### src/rtl/srt_pkg.sv
package srt_pkg;
  localparam int unsigned ADDR_W = 3;
  localparam logic [ADDR_W-1:0] A_CTRL   = 3'd0;
  localparam logic [ADDR_W-1:0] A_CNT_LO = 3'd1;
  localparam logic [ADDR_W-1:0] A_CNT_HI = 3'd2;
  localparam logic [ADDR_W-1:0] A_RLD_LO = 3'd3;
  localparam logic [ADDR_W-1:0] A_RLD_HI = 3'd4;

  localparam int unsigned B_FLAG_HI = 7;
  localparam int unsigned B_FLAG_LO = 6;
  localparam int unsigned B_LO_IE   = 5;
  localparam int unsigned B_CAP_EN  = 4;
  localparam int unsigned B_SPLIT   = 3;
  localparam int unsigned B_RUN     = 2;
  localparam int unsigned B_RO      = 1;
  localparam int unsigned B_SPARE   = 0;

  typedef struct packed {
    logic flag_hi;
    logic flag_lo;
    logic lo_ie;
    logic cap_en;
    logic split;
    logic run;
    logic spare;
  } ctrl_t;
endpackage

### src/rtl/srt_byte_cnt.sv
module srt_byte_cnt #(
  parameter int unsigned W = 8
) (
  input  logic         clk_i,
  input  logic         rst_ni,
  input  logic         step_i,
  input  logic         wr_i,
  input  logic [W-1:0] wdata_i,
  input  logic [W-1:0] reload_i,
  input  logic         use_reload_i,
  output logic [W-1:0] cnt_o,
  output logic         at_max_o
);
  localparam logic [W-1:0] MAX = {W{1'b1}};

  logic [W-1:0] cnt_q, cnt_d;

  assign at_max_o = (cnt_q == MAX);
  assign cnt_o    = cnt_q;

  always_comb begin
    cnt_d = cnt_q;
    if (wr_i)             cnt_d = wdata_i;
    else if (step_i) begin
      if (!at_max_o)      cnt_d = cnt_q + W'(1);
      else if (use_reload_i) cnt_d = reload_i;
      else                cnt_d = '0;
    end
  end

  always_ff @(posedge clk_i or negedge rst_ni) begin
    if (!rst_ni) cnt_q <= '0;
    else         cnt_q <= cnt_d;
  end

  AST_STEP_INC: assert property (@(posedge clk_i) disable iff (!rst_ni)
    (step_i && !wr_i && !at_max_o) |=> (cnt_o == W'($past(cnt_o) + W'(1))));

  AST_WRAP_RELOAD: assert property (@(posedge clk_i) disable iff (!rst_ni)
    (step_i && !wr_i && at_max_o && use_reload_i) |=> (cnt_o == $past(reload_i)));

  AST_WRAP_ZERO: assert property (@(posedge clk_i) disable iff (!rst_ni)
    (step_i && !wr_i && at_max_o && !use_reload_i) |=> (cnt_o == '0));
endmodule

### src/rtl/srt_ctrl_regs.sv
module srt_ctrl_regs
  import srt_pkg::*;
#(
  parameter int unsigned W = 8
) (
  input  logic              clk_i,
  input  logic              rst_ni,
  input  logic              wr_en_i,
  input  logic [ADDR_W-1:0] addr_i,
  input  logic [W-1:0]      wdata_i,
  input  logic              set_hi_i,
  input  logic              set_lo_i,
  input  logic              capture_i,
  input  logic [2*W-1:0]    cnt_i,
  output ctrl_t             ctrl_o,
  output logic [2*W-1:0]    rld_o
);
  ctrl_t          ctrl_q;
  logic [W-1:0]   rld_lo_q, rld_hi_q;
  logic           wr_ctrl, cap_fire, hi_set;
  logic           unused_ro;

  assign unused_ro = wdata_i[B_RO];
  assign wr_ctrl   = wr_en_i && (addr_i == A_CTRL);
  assign cap_fire  = ctrl_q.cap_en && capture_i;
  assign hi_set    = set_hi_i || cap_fire;

  always_ff @(posedge clk_i or negedge rst_ni) begin
    if (!rst_ni) begin
      ctrl_q <= '0;
    end else begin
      // hardware set dominates a same-cycle software clear
      ctrl_q.flag_hi <= (wr_ctrl ? wdata_i[B_FLAG_HI] : ctrl_q.flag_hi) | hi_set;
      ctrl_q.flag_lo <= (wr_ctrl ? wdata_i[B_FLAG_LO] : ctrl_q.flag_lo) | set_lo_i;
      if (wr_ctrl) begin
        ctrl_q.lo_ie  <= wdata_i[B_LO_IE];
        ctrl_q.cap_en <= wdata_i[B_CAP_EN];
        ctrl_q.split  <= wdata_i[B_SPLIT];
        ctrl_q.run    <= wdata_i[B_RUN];
        ctrl_q.spare  <= wdata_i[B_SPARE];
      end
    end
  end

  always_ff @(posedge clk_i or negedge rst_ni) begin
    if (!rst_ni) begin
      rld_lo_q <= '0;
      rld_hi_q <= '0;
    end else if (cap_fire) begin
      rld_lo_q <= cnt_i[W-1:0];
      rld_hi_q <= cnt_i[2*W-1:W];
    end else if (wr_en_i) begin
      if (addr_i == A_RLD_LO) rld_lo_q <= wdata_i;
      if (addr_i == A_RLD_HI) rld_hi_q <= wdata_i;
    end
  end

  assign ctrl_o = ctrl_q;
  assign rld_o  = {rld_hi_q, rld_lo_q};

  AST_FLAG_HI_STICKY: assert property (@(posedge clk_i) disable iff (!rst_ni)
    (ctrl_q.flag_hi && !wr_ctrl) |=> ctrl_q.flag_hi);

  AST_FLAG_LO_STICKY: assert property (@(posedge clk_i) disable iff (!rst_ni)
    (ctrl_q.flag_lo && !wr_ctrl) |=> ctrl_q.flag_lo);

  AST_CAPTURE_COPY: assert property (@(posedge clk_i) disable iff (!rst_ni)
    (ctrl_q.cap_en && capture_i) |=> (rld_o == $past(cnt_i) && ctrl_q.flag_hi));
endmodule

### src/rtl/split_reload_timer.sv
module split_reload_timer
  import srt_pkg::*;
#(
  parameter int unsigned W = 8
) (
  input  logic              clk_i,
  input  logic              rst_ni,
  input  logic              wr_en_i,
  input  logic [ADDR_W-1:0] addr_i,
  input  logic [W-1:0]      wdata_i,
  output logic [W-1:0]      rdata_o,
  input  logic              tick_i,
  input  logic              capture_i,
  input  logic              irq_en_i,
  output logic              irq_o
);
  localparam int unsigned NB = 2;

  ctrl_t          ctrl;
  logic [2*W-1:0] rld, cnt;
  logic [NB-1:0]  step, wr_byte, at_max, use_rld;
  logic           hold, full_wrap, set_hi, set_lo;

  assign wr_byte[0] = wr_en_i && (addr_i == A_CNT_LO);
  assign wr_byte[1] = wr_en_i && (addr_i == A_CNT_HI);
  assign hold       = |wr_byte;

  // low byte runs free in split mode
  assign step[0]   = tick_i && !hold && (ctrl.split || ctrl.run);
  assign step[1]   = ctrl.split ? (tick_i && !hold && ctrl.run) : (step[0] && at_max[0]);
  assign full_wrap = !ctrl.split && step[0] && at_max[0] && at_max[1];

  assign use_rld[0] = !ctrl.cap_en && (ctrl.split || at_max[1]);
  assign use_rld[1] = !ctrl.cap_en;

  assign set_lo = step[0] && at_max[0];
  assign set_hi = ctrl.split ? (step[1] && at_max[1]) : full_wrap;

  for (genvar b = 0; b < NB; b++) begin : g_byte
    srt_byte_cnt #(.W(W)) u_cnt (
      .clk_i        (clk_i),
      .rst_ni       (rst_ni),
      .step_i       (step[b]),
      .wr_i         (wr_byte[b]),
      .wdata_i      (wdata_i),
      .reload_i     (rld[b*W +: W]),
      .use_reload_i (use_rld[b]),
      .cnt_o        (cnt[b*W +: W]),
      .at_max_o     (at_max[b])
    );
  end

  srt_ctrl_regs #(.W(W)) u_regs (
    .clk_i     (clk_i),
    .rst_ni    (rst_ni),
    .wr_en_i   (wr_en_i),
    .addr_i    (addr_i),
    .wdata_i   (wdata_i),
    .set_hi_i  (set_hi),
    .set_lo_i  (set_lo),
    .capture_i (capture_i),
    .cnt_i     (cnt),
    .ctrl_o    (ctrl),
    .rld_o     (rld)
  );

  always_comb begin
    rdata_o = '0;
    unique case (addr_i)
      A_CTRL: begin
        rdata_o[B_FLAG_HI] = ctrl.flag_hi;
        rdata_o[B_FLAG_LO] = ctrl.flag_lo;
        rdata_o[B_LO_IE]   = ctrl.lo_ie;
        rdata_o[B_CAP_EN]  = ctrl.cap_en;
        rdata_o[B_SPLIT]   = ctrl.split;
        rdata_o[B_RUN]     = ctrl.run;
        rdata_o[B_SPARE]   = ctrl.spare;
      end
      A_CNT_LO: rdata_o = cnt[W-1:0];
      A_CNT_HI: rdata_o = cnt[2*W-1:W];
      A_RLD_LO: rdata_o = rld[W-1:0];
      A_RLD_HI: rdata_o = rld[2*W-1:W];
      default:  rdata_o = '0;
    endcase
  end

  assign irq_o = (irq_en_i && ctrl.flag_hi) || (ctrl.lo_ie && ctrl.flag_lo);

  AST_RUN_OFF_HOLD: assert property (@(posedge clk_i) disable iff (!rst_ni)
    (!ctrl.split && !ctrl.run && !hold) |=> $stable(cnt));

  AST_SPLIT_LO_FREE: assert property (@(posedge clk_i) disable iff (!rst_ni)
    (ctrl.split && tick_i && !hold && !at_max[0]) |=> (cnt[W-1:0] == W'($past(cnt[W-1:0]) + W'(1))));

  AST_WRITE_WINS: assert property (@(posedge clk_i) disable iff (!rst_ni)
    wr_byte[0] |=> (cnt[W-1:0] == $past(wdata_i)));

  AST_FULL_WRAP_FLAGS: assert property (@(posedge clk_i) disable iff (!rst_ni)
    full_wrap |=> (ctrl.flag_hi && ctrl.flag_lo));
endmodule

### config.mk
export PLATFORM = sky130hd
export DESIGN_NAME = split_reload_timer
export DESIGN_NICKNAME = d
export VERILOG_FILES = /design/src/rtl/srt_pkg.sv /design/src/rtl/srt_byte_cnt.sv /design/src/rtl/srt_ctrl_regs.sv /design/src/rtl/split_reload_timer.sv
export SDC_FILE = /design/constraint.sdc
export NUM_CORES = 1
export LEC_CHECK = 0
export ABC_AREA = 1
export CORE_MARGIN = 1.5
export CORE_UTILIZATION = 35
export CTS_BUF_LIST = sky130_fd_sc_hd__clkbuf_4 sky130_fd_sc_hd__clkbuf_8
export CTS_CLUSTER_DIAMETER = 40
export CTS_CLUSTER_SIZE = 24
export DETAILED_ROUTE_END_ITERATION = 12
export PLACE_DENSITY_LB_ADDON = 0.08
export RECOVER_POWER = 25
export SETUP_SLACK_MARGIN = 0.05
export SLEW_MARGIN = 5
export SYNTH_ARGS = -nofsm -noshare
export SYNTH_HDL_FRONTEND = slang
export SYNTH_HIERARCHICAL = 1
export SYNTH_SLANG_ARGS = --single-unit
### constraint.sdc
create_clock -name clk_i -period 2.3 [get_ports clk_i]
set_clock_uncertainty 0.15 [all_clocks]
set_input_delay 0.345 -clock clk_i [delete_from_list [all_inputs] [get_ports clk_i]]
set_output_delay 0.345 -clock clk_i [all_outputs]
set_load 0.005 [all_outputs]
==> impl_metrics.py <==
metrics = {
    "yosys": {
        "synth_compound_area_frac": 0.0697,
        "synth.top_cell.area_share": 0.334,
        "synth_common_cells": "nand2_1, nand3_1, dfrtp_1, inv_1, nor2_1",
        "synth_top_family_by_area": "simple AND/OR/NAND/NOR gates",
        "syn_area_sq_um": 2920,
        "ys.flop_type": "dfrtp_1",
        "ys_warn_count": 6,
        "syn_avg_cell_area_sq_um": 6.68,
        "yosys-top-cells-area": "dfrtp_1, nand2_1, nand3_1",
        "yosysTopAreaCell": "dfrtp_1",
        "synth_xor_area_frac": 0.00599,
        "yosysMostFrequentCell": "nand2_1",
        "synth_edf_count": 0,
        "synthCells": 438,
        "syn-num-nets": 457,
        "muxShareOfSynthArea": 0,
        "synthArstFlopShare": 1.00,
        "synthSimpleGateAreaFrac": 0.499,
        "synth_fa_ha_area_frac": 0.00856,
        "ys_ff_latch": 39,
        "synth_cell_type_count": 31,
        "synth-seq-area-share": 0.334,
    },
    "worst_setup_path": {
        "r2r_cells": 13,
        "r2r-end": "g_byte[1].u_cnt/cnt_o[6]$_DFFE_PN0P_",
        "cp_max_fo": 6,
        "crit_arrival_ns": 1.65,
        "crit_type": "in2out",
        "reg2reg_from": "g_byte[0].u_cnt/cnt_o[0]$_DFFE_PN0P_",
        "rrSetupSlack_ns": 0.22,
        "crit_path_end_kind": "output pin",
        "crit_required_ns": 1.80,
        "critPathLaunchType": "input port",
    },
    "status": {
        "status": "finished clean",
    },
    "timing": {
        "setup_slack_ns": 0.153,
        "slew_headroom": 0.311,
        "period_needed_ns": 2.15,
        "fin_crit_sh": 0.933,
        "rsz0062_at_grt": "false",
        "tightest_slew_ns": 1.03,
        "setup_viol": 0,
        "fmax_mhz": 466,
        "maxSlewViolCount": 0,
        "whs_ns": 0.357,
        "hold_viol_final": 0,
    },
    "floorplanning": {
        "initial_utilization": 0.359,
        "rows": 33,
        "ioPinCount": 26,
        "die_height_um": 94.4,
        "core_sq_um": 8130,
        "die_area_sq_um": 8910,
        "fp.dieW_um": 94.4,
    },
    "cts": {
        "cts_made_buffers": 5,
        "cts_root_buffer": "clkbuf_8",
        "cts_tree": "built",
        "clk_path_buf_depth": 2,
        "h-tree-depth": 2,
        "clock_sinks": 39,
        "clk_pin_slew_ns": 0.08,
        "clock_latency_ns": 0.29,
    },
    "grt": {
        "grt_max_degree": 40,
        "grt_pass1_vias": 2931,
        "grt_overflow": 0,
        "antenna_found_initial": 0,
        "grt_pass1_wl_um": 15100,
        "grtUsageTotal": 0.226,
    },
    "finish": {
        "nNetsFinal": 527,
        "drive_gt1_frac": 0.191,
        "utilization": 0.459,
        "area_growth_pct": 27.7,
        "antenna_cells": 0,
    },
    "detailed_routing": {
        "route.detailed.drc": 0,
        "ant_nets": 0,
        "via_per_inst": 5.04,
        "wire_per_inst_um": 15.4,
        "wl_um": 9470,
        "drt_iter0_drc": 183,
        "num_vias": 3092,
        "firstDrtPassIters": 5,
    },
    "min_path": {
        "worstHoldStart": "u_regs/ctrl_o[0]$_DFFE_PN0P_",
        "min-delay-path-class": "reg2reg",
        "holdPathStages": 2,
        "hold_end": "u_regs/ctrl_o[0]$_DFFE_PN0P_",
    },
    "placed_design": {
        "pre_cts_ws_ns": -0.323,
        "hpwl_um": 7150,
        "numPortBuffers": 25,
        "gp_congestion": 0.844,
    },
    "power_and_ir_drop": {
        "irDropWorstVdd_mv": 0.313,
        "powerDensity_nw_per_um2": 842,
        "p_leak_nw": 1.95,
    },
    "job": {
        "drv_cap": 0,
    },
}
worst max path at each step:
stage / from / end / slack [ns] / cells past startpoint
after floorplan: g_byte[0].u_cnt/cnt_o[0]$_DFFE_PN0P_ / g_byte[1].u_cnt/cnt_o[1]$_DFFE_PN0P_ / 0.40 / 12
after global placement: addr_i[1] / rdata_o[6] / -0.32 / 8
after detailed placement: addr_i[1] / rdata_o[0] / -0.32 / 8
after CTS: addr_i[0] / rdata_o[6] / 0.06 / 10
after global routing: g_byte[0].u_cnt/cnt_o[0]$_DFFE_PN0P_ / g_byte[1].u_cnt/cnt_o[1]$_DFFE_PN0P_ / 0.06 / 13
final: addr_i[2] / rdata_o[0] / 0.15 / 10
cells by family after synthesis:
logic type	after synthesis
compound gates	32
xor+xnor	2
fa+ha+maj	2
buf+inv	57
flops	39
simple gates	306
per-layer routing:
| metal | up-vias | GRT usage | part of all wire |
|---|---|---|---|
| met1 | 1425 | 0.316 | 0.48 |
| met4 | 0 | 0.0684 | 0.017 |
| met3 | 12 | 0.0322 | 0.053 |
| li1 | 1564 | - | - |
| met2 | 91 | 0.361 | 0.45 |
| met5 | - | 0 | 0 |
worst max-delay path, cell delays in order:
cell and delay [ns]:
dlygate4sd2_1 0.24, buf_6 0.13, buf_4 0.14, nor3_4 0.24, buf_6 0.15, nand2_1 0.05
nand2_1 0.05, inv_1 0.04, nand2_2 0.07, clkdlybuf4s15_2 0.20
power breakdown:
group,switching [mW],internal (mW)
Sequential,0.195,0.927
Combinational,0.818,0.595
Clock,0.258,0.352
Total,1.27,1.87
final cells by class:
class | count | area [sq um]
fillers | 861 | 4400
multi-input cells | 342 | 1720
flip-flops and latches | 39 | 976
repair buffers | 72 | 606
inverters | 48 | 185
well taps | 105 | 131
clock buffers | 6 | 82.6
clock inverters | 2 | 35.0
placed cells by master (no fill, tap or decap), types with 2 or more instances in the layout:
cell type,Yosys,final
a21oi_1,4,4
a22oi_1,14,13
buf_4,5,42
buf_6,1,2
clkbuf_2,0,3
clkbuf_8,0,6
clkdlybuf4s15_2,0,3
clkdlybuf4s50_1,0,13
dfrtp_1,39,39
dlygate4sd2_1,0,5
inv_1,39,39
inv_2,8,7
inv_4,1,2
nand2_1,193,191
nand2_2,2,4
nand2_4,4,4
nand3_1,52,52
nand3_2,4,4
nand4_1,12,12
nor2_1,23,22
nor2_4,5,5
nor2_8,2,2
nor3_1,2,2
nor3_4,3,3
o211ai_1,2,2
o21ai_0,4,4
o21ai_1,7,7
xnor2_1,2,2
per-stage QoR:
stage          power, mW  setup TNS, ns  cell area [sq um]  instances
5_1_grt             3.39              0               3730        614
2_1_floorplan       1.89              0               2920        438
6_report            3.14              0               3730        614
3_5_place_dp        2.54          -2.99               3520        595
4_1_cts             3.16              0               3740        614
3_3_place_gp        2.55          -2.95               3520        595
sequential cells by signal, summed over array words and instances (netlist names):
register,count
g_byte.u_cnt/cnt_o,16
u_regs/rld_hi_q,8
u_regs/rld_lo_q,8
u_regs/ctrl_o,7
repair_timing:
item | in CTS | in global routing
setup endpoints to repair | 8 | 11
buffers inserted | 10 | 0
hold buffers | 1 | 0
resized for setup | 24 | 6
hold endpoints to repair | 39 | 0
pin swaps | 4 | 0
No activity file was read; power rests on OpenSTA's default activity.
